==> config.mk <==
export PLATFORM = sky130hd
export DESIGN_NAME = txf_framer
export DESIGN_NICKNAME = d
export VERILOG_FILES = /design/src/rtl/txf_pkg.sv /design/src/rtl/txf_crc16.sv /design/src/rtl/txf_ctrl.sv /design/src/rtl/txf_framer.sv
export SDC_FILE = /design/constraint.sdc
export NUM_CORES = 1
export LEC_CHECK = 0
export BUFFER_PORTS_ARGS = -buffer_cell sky130_fd_sc_hd__buf_2
export CORE_ASPECT_RATIO = 0.6
export CORE_MARGIN = 5
export CORE_UTILIZATION = 52
export DETAILED_ROUTE_END_ITERATION = 16
export GPL_ROUTABILITY_DRIVEN = 0
export PLACE_DENSITY = 0.79
export RECOVER_POWER = 25
export SYNTH_ARGS = -nofsm -noshare
export SYNTH_HDL_FRONTEND = slang
export SYNTH_HIERARCHICAL = 1
export SYNTH_SLANG_ARGS = --single-unit
==> constraint.sdc <==
create_clock -name clk -period 2.3 [get_ports clk]
set_clock_uncertainty 0.1 [all_clocks]
set_input_delay 0.115 -clock clk [delete_from_list [all_inputs] [get_ports clk]]
set_output_delay 0.115 -clock clk [all_outputs]
set_load 0.03 [all_outputs]
==> src/rtl/txf_pkg.sv <==
package txf_pkg;
  typedef enum logic [2:0] {
    PH_IDLE,
    PH_PRE,
    PH_SFD,
    PH_LEN,
    PH_PAY,
    PH_FCS_LO,
    PH_FCS_HI
  } phase_e;
endpackage

==> src/rtl/txf_crc16.sv <==
module txf_crc16 #(
  parameter logic [15:0] POLY_REFL = 16'h8408
) (
  input  logic        clk,
  input  logic        rst_n,
  input  logic        clr_i,
  input  logic        en_i,
  input  logic [7:0]  din_i,
  output logic [15:0] crc_o
);
  logic [15:0] crc_q, crc_d;

  // next value: eight reflected shift steps, LSB of the data first
  always_comb begin
    logic [15:0] c;
    c = crc_q;
    for (int b = 0; b < 8; b++) begin
      if (c[0] ^ din_i[b]) c = (c >> 1) ^ POLY_REFL;
      else                 c = c >> 1;
    end
    crc_d = c;
  end

  always_ff @(posedge clk or negedge rst_n) begin
    if (!rst_n)     crc_q <= '0;
    else if (clr_i) crc_q <= '0;
    else if (en_i)  crc_q <= crc_d;
  end

  assign crc_o = crc_q;
endmodule

==> src/rtl/txf_ctrl.sv <==
module txf_ctrl
  import txf_pkg::*;
#(
  parameter int LEN_W   = 7,
  parameter int MAX_LEN = 125,
  parameter int PRE_LEN = 4
) (
  input  logic             clk,
  input  logic             rst_n,
  input  logic             start_i,
  input  logic [LEN_W-1:0] len_i,
  input  logic             xfer_i,
  output phase_e           phase_o,
  output logic [LEN_W-1:0] idx_o,
  output logic [LEN_W-1:0] len_o,
  output logic             done_o,
  output logic             crc_clr_o,
  output logic             crc_en_o
);
  localparam int PRE_W = $clog2(PRE_LEN + 1);

  phase_e           ph_q, ph_d;
  logic [PRE_W-1:0] cnt_q, cnt_d;
  logic [LEN_W-1:0] idx_q, idx_d, len_q, len_d;
  logic             done_q, done_d;
  logic             take;

  assign take = (ph_q == PH_IDLE) && start_i;

  always_comb begin
    ph_d   = ph_q;
    cnt_d  = cnt_q;
    idx_d  = idx_q;
    len_d  = len_q;
    done_d = 1'b0;
    unique case (ph_q)
      PH_IDLE: if (start_i) begin
        ph_d  = PH_PRE;
        cnt_d = '0;
        idx_d = '0;
        len_d = (len_i > LEN_W'(MAX_LEN)) ? LEN_W'(MAX_LEN) : len_i;
      end
      PH_PRE: if (xfer_i) begin
        if (cnt_q == PRE_W'(PRE_LEN - 1)) ph_d = PH_SFD;
        else cnt_d = cnt_q + 1'b1;
      end
      PH_SFD: if (xfer_i) ph_d = PH_LEN;
      PH_LEN: if (xfer_i) ph_d = (len_q == '0) ? PH_FCS_LO : PH_PAY;
      PH_PAY: if (xfer_i) begin
        idx_d = idx_q + 1'b1;
        if (idx_q == len_q - 1'b1) ph_d = PH_FCS_LO;
      end
      PH_FCS_LO: if (xfer_i) ph_d = PH_FCS_HI;
      PH_FCS_HI: if (xfer_i) begin
        ph_d   = PH_IDLE;
        done_d = 1'b1;
      end
      default: ph_d = PH_IDLE;
    endcase
  end

  always_ff @(posedge clk or negedge rst_n) begin
    if (!rst_n) begin
      ph_q   <= PH_IDLE;
      cnt_q  <= '0;
      idx_q  <= '0;
      len_q  <= '0;
      done_q <= 1'b0;
    end else begin
      ph_q   <= ph_d;
      done_q <= done_d;
      if (take || xfer_i) cnt_q <= cnt_d;
      if (take || xfer_i) idx_q <= idx_d;
      if (take)           len_q <= len_d;
    end
  end

  assign phase_o   = ph_q;
  assign idx_o     = idx_q;
  assign len_o     = len_q;
  assign done_o    = done_q;
  assign crc_clr_o = take;
  assign crc_en_o  = (ph_q == PH_PAY) && xfer_i;
endmodule

==> src/rtl/txf_framer.sv <==
module txf_framer
  import txf_pkg::*;
#(
  parameter int          WORD_W   = 16,
  parameter int          DEPTH    = 64,
  parameter int          LEN_W    = 7,
  parameter int          MAX_LEN  = 125,
  parameter int          PRE_LEN  = 4,
  parameter logic [7:0]  PRE_BYTE = 8'h00,
  parameter logic [7:0]  SFD_BYTE = 8'hA7
) (
  input  logic              clk,
  input  logic              rst_n,
  input  logic              start_i,
  input  logic [LEN_W-1:0]  len_i,
  output logic [$clog2(DEPTH)-1:0] buf_addr_o,
  input  logic [WORD_W-1:0] buf_rdata_i,
  output logic [7:0]        byte_o,
  output logic              valid_o,
  input  logic              ready_i,
  output logic              done_o
);
  localparam int ADDR_W = $clog2(DEPTH);
  localparam int LANES  = WORD_W / 8;
  localparam int LANE_W = $clog2(LANES);

  phase_e           phase;
  logic [LEN_W-1:0] idx, len_q;
  logic             crc_clr, crc_en, xfer;
  logic [15:0]      crc;
  logic [7:0]       lane [LANES];

  assign valid_o = (phase != PH_IDLE);
  assign xfer    = valid_o && ready_i;

  txf_ctrl #(.LEN_W(LEN_W), .MAX_LEN(MAX_LEN), .PRE_LEN(PRE_LEN)) u_ctrl (
    .clk(clk), .rst_n(rst_n), .start_i(start_i), .len_i(len_i),
    .xfer_i(xfer), .phase_o(phase), .idx_o(idx), .len_o(len_q),
    .done_o(done_o), .crc_clr_o(crc_clr), .crc_en_o(crc_en)
  );

  txf_crc16 u_crc (
    .clk(clk), .rst_n(rst_n), .clr_i(crc_clr), .en_i(crc_en),
    .din_i(byte_o), .crc_o(crc)
  );

  for (genvar g = 0; g < LANES; g++) begin : g_lane
    assign lane[g] = buf_rdata_i[g*8 +: 8];
  end

  assign buf_addr_o = ADDR_W'(idx >> LANE_W);

  always_comb begin
    unique case (phase)
      PH_PRE:    byte_o = PRE_BYTE;
      PH_SFD:    byte_o = SFD_BYTE;
      PH_LEN:    byte_o = 8'(len_q) + 8'd2;
      PH_PAY:    byte_o = lane[idx[LANE_W-1:0]];
      PH_FCS_LO: byte_o = crc[7:0];
      PH_FCS_HI: byte_o = crc[15:8];
      default:   byte_o = 8'h00;
    endcase
  end
endmodule

==> results.toml, run 1 <==
[logic_synthesis]
ys_seq_area_share_pct = 34.3
synth_fp_nets = 299
synth_top_area_share_pct = 34.3
ys_ff_latch = 37
ys_async_sr_fraction_pct = 100
synth_ff_type = "dfrtp_1"
synth_top_cell_by_area = "dfrtp_1"
synthCells = 266
netlist_top_cells_count = "37 x dfrtp_1, 25 x nor2_1, 19 x xnor2_1, 16 x nand2_1, 14 x o21ai_0"
synth_most_common_cell = "dfrtp_1"
netlist_top_cells_area = "dfrtp_1 34%, xnor2_1 6.2%, xnor3_1 5.0%, mux2i_1 4.1%, xor3_1 3.5%"
ys_warn_count = 6
synth.cell_area_mm2 = 0.00270
synth_edf_count = 0
post_synth.cell_area_avg_um2 = 10.2
yosysUniqueCellTypes = 55

[global_routing]
grt_pass1_wl_mm = 11.6
track_usage_pct = 22.3
antenna_found_initial = 0
grt_pass1_vias = 2249
grt_max_degree = 38
overflow = 0

[cells_and_area]
n_antenna_cell = 0
multiInputGateArea_mm2 = 0.00184
fillCellCount = 378
layout-drive-gt1-share_pct = 35.3
layout.nets = 379
final_util_pct = 70.3
area_growth_pct = 31.5
ff_latch_area_um2 = 931

[critical_path]
slowest_delay_ps = 470
path_class = "reg -> reg"
crit_path_start_kind = "flop"
crit_path_end_kind = "flop"
worst-path-max-fanout = 5
slowest_stage = "dfrtp_2"
worstPathCellList = "buf_6 -> mux2i_1 -> nor3_1 -> a221oi_1 -> o22ai_1 -> xnor2_1 -> buf_4 -> xnor3_1 -> o22ai_1"
worstPathArrival_ps = 2340
crit_top_cell = "o22ai_1"
critical_path_required_ps = 2410

[sta]
hold_violations = 0
fmax_ghz = 0.447
finalCritPeriodShare_pct = 97.2
final_max_slew_viol_count = 0
slew_headroom_pct = 35.8
max_slew.worst_pin.slew_ps = 962
finalSetupViolations = 0
fin_hold_ws_ps = 156
fin_crit_ps = 2230
rsz0062_at_grt = "yes"

[floorplan]
die_y_um = 65.8
top_level_ports = 43
coreArea_mm2 = 0.00505
die_width_um = 103
rows = 20
start_util_pct = 53.5
die_area_mm2 = 0.00679

[cts]
root_buffer = "clkbuf_8"
cts_tree = "done"
clockBufferDepth = 2
cts_buffers = 5
clkSinkCount = 37
clk_pin_slew_ps = 80
htreeDepth = 2
clkLatencyLatePin_ps = 290

[drt]
via_count = 2336
top_layer_used = "met4"
route.detailed.drc = 0
wl_per_cell_um = 17.8
dr.pass1.iters = 5
ant_nets = 0
wirelength_mm = 7.35
routed_via_density = 5.67
wl_met2_mm = 3.09
dr_wl_met3_um = 603
drt-initial-drc-count = 203
met1_length_mm = 3.62

[run]
maxCapViolCount = 0

[power]
p_total_uw = 5470
peakVddDrop_uv = 675
p_leak_uw = 0.00158
power.density_mw_per_mm2 = 1540

[min_path]
hold_class = "in -> reg"

[placement]
dp_hpwl_mm = 5.29
io_buffers = 42

[run_status]
status = "completed"
-- layout by cell type (no fill, tap or decap), types with 3 or more instances in the layout --
| cell type | n |
|---|---|
| clkbuf_1 | 8 |
| o21ai_2 | 5 |
| nand2b_1 | 6 |
| xnor3_1 | 6 |
| clkbuf_8 | 6 |
| xor3_1 | 4 |
| xnor2_4 | 3 |
| dlygate4sd3_1 | 8 |
| inv_1 | 8 |
| dfrtp_1 | 33 |
| nand2_1 | 16 |
| a22o_1 | 3 |
| mux2i_1 | 10 |
| nand3_1 | 5 |
| ha_1 | 5 |
| buf_4 | 31 |
| mux2_2 | 7 |
| a21oi_1 | 5 |
| buf_2 | 34 |
| xnor2_2 | 4 |
| o21ai_0 | 12 |
| xnor2_1 | 16 |
| o22ai_1 | 6 |
| nor2_1 | 25 |
| xor2_1 | 5 |
| buf_6 | 3 |
| nor3_1 | 10 |
| a211oi_1 | 7 |
| dfrtp_2 | 4 |
-- registers in the layout, indices dropped and copies added (netlist names) --
register / count
u_crc/crc_o: 16
u_ctrl/cnt_q: 3
u_ctrl/done_o: 1
u_ctrl/idx_o: 7
u_ctrl/len_o: 7
u_ctrl/phase_o: 3
-- stage by stage --
| step | instance area, um2 | setup TNS (ps) | setup slack [ps] | cells |
|---|---|---|---|---|
| global route | 3550 | -172 | -71.2 | 412 |
| floorplan | 2770 | -168 | -91.5 | 266 |
| detailed placement | 3230 | -22.8 | -20.7 | 390 |
| finish | 3550 | 0 | 65.3 | 412 |
| CTS | 3400 | 0 | 1.19 | 405 |
| global placement | 3230 | 0 | 92.1 | 390 |
-- path summary, 6_finish.rpt --
check	cells past startpoint	slack, ps	from	to
min in group asynchronous	2	410	rst_n	u_ctrl/len_o[0]
hold / removal	4	160	start_i	u_ctrl/cnt_q[2]
max in group asynchronous	2	1020	rst_n	u_ctrl/phase_o[2]
hold reg to reg	2	410	u_ctrl/cnt_q[2]	u_ctrl/cnt_q[2]
setup / recovery	9	70	u_ctrl/idx_o[0]	u_crc/crc_o[7]
setup reg to reg	9	70	u_ctrl/idx_o[0]	u_crc/crc_o[7]
-- layout make-up --
type,count,share of cell area [%]
multi-input combinational,208,51.7
sequential,37,26.2
tap,66,2.32
timing repair buffer,86,16.5
inverter,8,0.845
clock buffer,7,2.43
-- routing by layer --
metal,vias to the layer above,track usage [%]
met2,92,31.5
met5,-,0
met1,1121,35.3
met4,0,3.23
met3,4,4.74
li1,1119,-
-- critical path, delay by kind of cell, from the launching register on --
kind / cells / cell delay (ps)
AO/OA/AOI/OAI: 3 / 670
XOR/XNOR: 2 / 410
buffers and inverters: 2 / 300
flip-flops: 1 / 470
multiplexers: 1 / 150
AND/OR/NAND/NOR: 1 / 70
-- power breakdown --
| group | switching, uW | internal (uW) | leakage, uW |
|---|---|---|---|
| clock | 227 | 238 | 0.0000443 |
| combinational | 1740 | 2080 | 0.00105 |
| sequential | 317 | 865 | 0.000486 |
| total | 2290 | 3180 | 0.00158 |
-- timing repair --
action | 4_1_cts | 5_1_grt
endpoints found under the hold margin | 44 | 0
gates resized for setup | 2 | 21
hold buffers | 8 | 0
pin swaps | 0 | 10
setup buffers | 0 | 7
endpoints found under the setup margin | 4 | 14
-- kinds of logic after synthesis --
kind of cell	synth area share, %
flip-flops	34.3
XOR/XNOR	21.0
adder cells (fa/ha/maj)	2.78
AO/OA/AOI/OAI	15.2
AND/OR/NAND/NOR	16.1
buffers and inverters	3.66
multiplexers	6.99
No activity file was read; power rests on OpenSTA's default activity.
==> run 2, diff against run 1 <==
--- a/config.mk
+++ b/config.mk
@@ -8,8 +8,10 @@
 export BUFFER_PORTS_ARGS = -buffer_cell sky130_fd_sc_hd__buf_2
+export CELL_PAD_IN_SITES_DETAIL_PLACEMENT = 0
+export CELL_PAD_IN_SITES_GLOBAL_PLACEMENT = 1
 export CORE_ASPECT_RATIO = 0.6
 export CORE_MARGIN = 5
-export CORE_UTILIZATION = 52
+export CORE_UTILIZATION = 40
 export DETAILED_ROUTE_END_ITERATION = 16
 export GPL_ROUTABILITY_DRIVEN = 0
-export PLACE_DENSITY = 0.79
+export PLACE_DENSITY = 0.78
 export RECOVER_POWER = 25
--- a/constraint.sdc
+++ b/constraint.sdc
@@ -4,2 +4,2 @@
 set_output_delay 0.115 -clock clk [all_outputs]
-set_load 0.03 [all_outputs]
+set_load 0.01 [all_outputs]
==> run 2 against run 1 <==
Effect of this change: critical path depth unchanged; worst hold slack lost 120 ps; critical endpoint is now u_crc/crc_o[10]; via count is 1.7% lower; largest power group unchanged; combinational power is 8.6% lower; largest cell class unchanged; global-route usage down 4.6 points; utilization decreased by 17 points; die area increased by 26%; register-to-register slack improved by 20 ps; clock power rose by 90%; final cell count grew 3.6%.
==> results.toml, run 2 (same netlist as run 1, synthesis figures left out) <==
[critical_path]
critical_path_required_ps = 2400
rr_worst_depth = 9
path_class = "reg -> reg"
r2r_slack_ps = 90
worstPathArrival_ps = 2310
reg2reg_to = "u_crc/crc_o[10]"
crit_end = "u_crc/crc_o[10]"
crit_path_start_kind = "flop"
crit_path_end_kind = "flop"
worst-path-max-fanout = 14
rr_startpoint = "u_ctrl/phase_o[1]"
crit_path_start = "u_ctrl/phase_o[1]"

[sta]
finalCritPeriodShare_pct = 96.3
final_max_slew_viol_count = 0
finalSetupViolations = 0
max_slew.worst_pin.slew_ps = 984
slew_headroom_pct = 34.4
fin_crit_ps = 2210
rsz0062_at_grt = "yes"
hold_violations = 0
finalWorstSetupSlack_ps = 86.2
fmax_ghz = 0.452

[placement]
placed_cells = 408
pre_cts_ws_ps = 26.2
dp_hpwl_mm = 5.50
io_buffers = 42

[global_routing]
grt_pass1_wl_mm = 11.5
antenna_found_initial = 0
overflow = 0
grt_max_degree = 38
grt_pass1_vias = 2263
track_usage_pct = 17.7

[floorplan]
die_width_um = 116
top_level_ports = 43
rows = 23
die_area_mm2 = 0.00855
coreArea_mm2 = 0.00662
start_util_pct = 40.8
die_y_um = 73.7

[min_path]
hold_class = "in -> reg"
hp-start = "len_i[0]"

[drt]
wl_met2_mm = 2.94
route.detailed.drc = 0
wl_per_cell_um = 17.0
dr.pass1.iters = 4
wirelength_mm = 7.27
via_count = 2297
top_layer_used = "met4"
routed_via_density = 5.38
dr_wl_met3_um = 501
drt-initial-drc-count = 150
ant_nets = 0
met1_length_mm = 3.75

[cts]
root_buffer = "clkbuf_16"
clkSinkCount = 37
cts_buffers = 5
clockBufferDepth = 2
clkLatencyLatePin_ps = 280
htreeDepth = 2
cts_tree = "done"
clk_pin_slew_ps = 60

[cells_and_area]
layout.nets = 372
most-common-layout-cells = "35 x dfrtp_1, 34 x buf_2, 30 x buf_4"
final_common_cell = "dfrtp_1"
area_growth_pct = 30.2
fin_cells = 427
largest_reg_flops = 16
layout-drive-gt1-share_pct = 31.5
fillCellCount = 622
n_antenna_cell = 0

[run]
maxCapViolCount = 0

[power]
p_leak_uw = 0.00157
peakVddDrop_uv = 546
power.density_mw_per_mm2 = 1570

[run_status]
status = "completed"
==> run 2: per-layer routing <==
layer / vias to the layer above / global-route usage (%)
met4: 0 / 5.15
met3: 9 / 4.77
met2: 73 / 24.7
met1: 1100 / 26.6
met5: - / 0
li1: 1115 / -
==> run 2: final cells by class <==
cell class	count	area [um2]	area share (%)
clock buffer	5	125	3.55
inverter	8	30.0	0.853
clock inverter	3	65.1	1.85
timing repair buffer	79	497	14.1
tap	87	109	3.09
multi-input combinational	208	1770	50.2
sequential	37	928	26.4
==> run 2: power by group <==
part / internal [uW] / leakage [uW] / switching (uW)
Sequential: 864 / 0.000489 / 281
Combinational: 1960 / 0.000988 / 1520
Clock: 619 / 0.0000938 / 265
Total: 3450 / 0.00157 / 2070
==> run 2: worst min-delay path by stage <==
stage,slack [ps],cells after the start,endpoint
after floorplan,-280,0,u_crc/crc_o[0]
after global placement,190,1,u_ctrl/len_o[6]
after detailed placement,190,1,u_crc/crc_o[11]
after CTS,30,3,u_ctrl/len_o[0]
after global routing,30,3,u_ctrl/len_o[0]
final,40,3,u_ctrl/len_o[0]
==> run 2: what timing repair did <==
item | in CTS | in global routing
setup endpoints to repair | 0 | 13
hold endpoints to repair | 43 | 0
setup buffers | 0 | 4
hold buffers | 7 | 0
gates resized for setup | 0 | 15
==> run 2: metrics by stage <==
stage	setup TNS, ps	power [uW]	hold slack [ps]	cell area (um2)	utilization, %
after detailed placement	0	4390	194	3160	47.7
after global placement	0	4350	188	3160	47.7
after floorplan	0	3510	-281	2720	-
final	0	5520	38.1	3520	53.2
after global routing	-114	5880	27.2	3520	53.2
after CTS	0	5330	26.4	3420	51.6
==> run 2: critical path, stage by stage (launching register included) <==
cell and delay (ps):
dfrtp_1 410, buf_4 200, nand3b_1 100, buf_4 150, nor2_1 50, nand3_1 80, nand3_1 150, xnor2_2 290
xnor3_1 380, a211oi_2 220
==> run 3, diff against run 2 <==
- PLACE_DENSITY: 0.78 -> 0.81
- TNS_END_PERCENT: default -> 20
==> run 3 against run 2 <==
Effect of this change: critical path type unchanged; first-iteration DRC count down 5.3%; total power down 3.1%; fmax down 1.7%; cell area down 0.57%; largest power group unchanged; via count up 1.9%; critical endpoint is now u_crc/crc_o[9]; final cell count up 0.47%; utilization down 0.30 points; largest cell class unchanged; wire length down 0.25%; non-clock buffer count up 2; combinational power about the same; worst setup slack worse by 38 ps.
==> results.toml, run 3 (same netlist as run 1, synthesis figures left out) <==
[cts]
clk_pin_slew_ps = 60
root_buffer = "clkbuf_16"
clkLatencyLatePin_ps = 280
clkSinkCount = 37
cts_buffers = 5
cts_tree = "done"
htreeDepth = 2
clockBufferDepth = 2

[critical_path]
worstPathCellList = "buf_4 -> and2b_4 -> a22o_1 -> o21ai_2 -> o21ai_2 -> xnor2_2 -> xor3_1 -> a211oi_1"
slowest_stage = "dfrtp_2"
crit_top_cell = "o21ai_2"
worst-path-max-fanout = 4
crit_path_end_kind = "flop"
worstPathArrival_ps = 2340
rr_startpoint = "u_ctrl/phase_o[0]"
crit_path_start = "u_ctrl/phase_o[0]"
critical_path_required_ps = 2390
crit_path_start_kind = "flop"
slowest_delay_ps = 430
path_class = "reg -> reg"

[floorplan]
die_width_um = 116
coreArea_mm2 = 0.00662
die_y_um = 73.7
rows = 23
top_level_ports = 43
start_util_pct = 40.8
die_area_mm2 = 0.00855

[cells_and_area]
n_antenna_cell = 0
layout.nets = 374
fillCellCount = 605
most-common-layout-cells = "35 x dfrtp_1, 34 x buf_2, 31 x buf_4"
final_util_pct = 52.9
largest_reg_flops = 16
final_common_cell = "dfrtp_1"
layout-drive-gt1-share_pct = 32.2
fin_cells = 429
stdcell_area_mm2 = 0.00350
area_growth_pct = 29.5

[power]
power.density_mw_per_mm2 = 1530
p_total_uw = 5350
p_leak_uw = 0.00157
swShare_pct = 38.4
p_sw_uw = 2050
pwr-share-seq_pct = 21.6
peakVddDrop_uv = 654
combPwrFrac_pct = 64.9
intPower_uw = 3290
pwr-share-clk_pct = 13.5

[drt]
via_count = 2341
wirelength_mm = 7.25
routed_via_density = 5.46
dr.pass1.iters = 4
ant_nets = 0
drt-initial-drc-count = 142
wl_per_cell_um = 16.9
route.detailed.drc = 0

[min_path]
hold_class = "in -> reg"
hp-start = "len_i[0]"

[sta]
slew_headroom_pct = 36.9
fmax_ghz = 0.444
fin_crit_ps = 2250
final_max_slew_viol_count = 0
finalCritPeriodShare_pct = 97.9
max_slew.worst_pin.slew_ps = 946
rsz0062_at_grt = "yes"
hold_violations = 0
finalSetupViolations = 0

[global_routing]
antenna_found_initial = 0
grt_pass1_vias = 2343
overflow = 0
track_usage_pct = 18.3
grt_max_degree = 38
grt_pass1_wl_mm = 12.0

[run_status]
status = "completed"

[placement]
placed_cells = 411
place_area_mm2 = 0.00319
io_buffers = 42
dp_hpwl_mm = 5.42

[run]
maxCapViolCount = 0
[run 3: changes by cell type in the layout (fill, tap and decap cells not counted), sizes merged]
cell / before / now
buf: 64 / 66
bufinv: 2 / 0
clkbuf: 13 / 15
[run 3: worst max-delay path, delay by kind of cell, from the launching register on]
| family | cells | cell delay [ps] |
|---|---|---|
| AO/OA/AOI/OAI | 4 | 710 |
| AND/OR/NAND/NOR | 1 | 180 |
| flip-flops | 1 | 430 |
| buffers and inverters | 1 | 150 |
| XOR/XNOR | 2 | 590 |
[run 3: metrics by stage]
step | setup TNS [ps] | hold WS [ps] | setup WS, ps
2_1_floorplan | -7.54 | -281 | -4.87
3_3_place_gp | 0 | 189 | 50.9
3_5_place_dp | -36.4 | 184 | -26.2
4_1_cts | 0 | 20.3 | 14.9
5_1_grt | -377 | 56.0 | -76.4
6_report | 0 | 42.4 | 48.3
[run 3: worst paths after layout]
path	to	slack, ps	depth (start not counted)
hold / removal	u_ctrl/len_o[0]	40	3
setup reg to reg	u_crc/crc_o[9]	50	8
max in group asynchronous	u_ctrl/phase_o[1]	1040	2
setup / recovery	u_crc/crc_o[9]	50	8
hold reg to reg	u_ctrl/cnt_q[2]	430	2
min in group asynchronous	u_ctrl/len_o[3]	420	2
[run 3: cell type report]
class	instances	area [um2]	share of cell area, %
Clock buffer	7	153	4.36
Tap cell	87	109	3.11
Clock inverter	1	5.00	0.143
Sequential cell	37	928	26.5
Inverter	8	30.0	0.858
Multi-Input combinational cell	208	1750	50.0
Timing Repair Buffer	81	524	15.0
[run 3: repair_timing]
| item | in CTS | in global routing |
|---|---|---|
| endpoints found under the setup margin | 2 | 16 |
| pin swaps | 0 | 1 |
| hold buffers | 7 | 0 |
| endpoints found under the hold margin | 43 | 0 |
| resized for setup | 1 | 17 |
| setup buffers | 1 | 2 |
[run 3: power by group through the flow]
stage,logic (uW),registers [uW],clock network [uW]
2_1_floorplan,2400,1090,0
3_3_place_gp,3260,1160,0
3_5_place_dp,3290,1160,0
4_1_cts,3340,1150,737
5_1_grt,3760,1200,764
6_report,3470,1160,721
[run 3: layer usage]
layer / part of all wire, % / GRT usage (%) / up-vias
met4: 0.88 / 4.12 / 0
met5: 0 / 0 / -
li1: - / - / 1121
met3: 8.8 / 5.76 / 8
met2: 41 / 25.3 / 82
met1: 50 / 27.8 / 1130
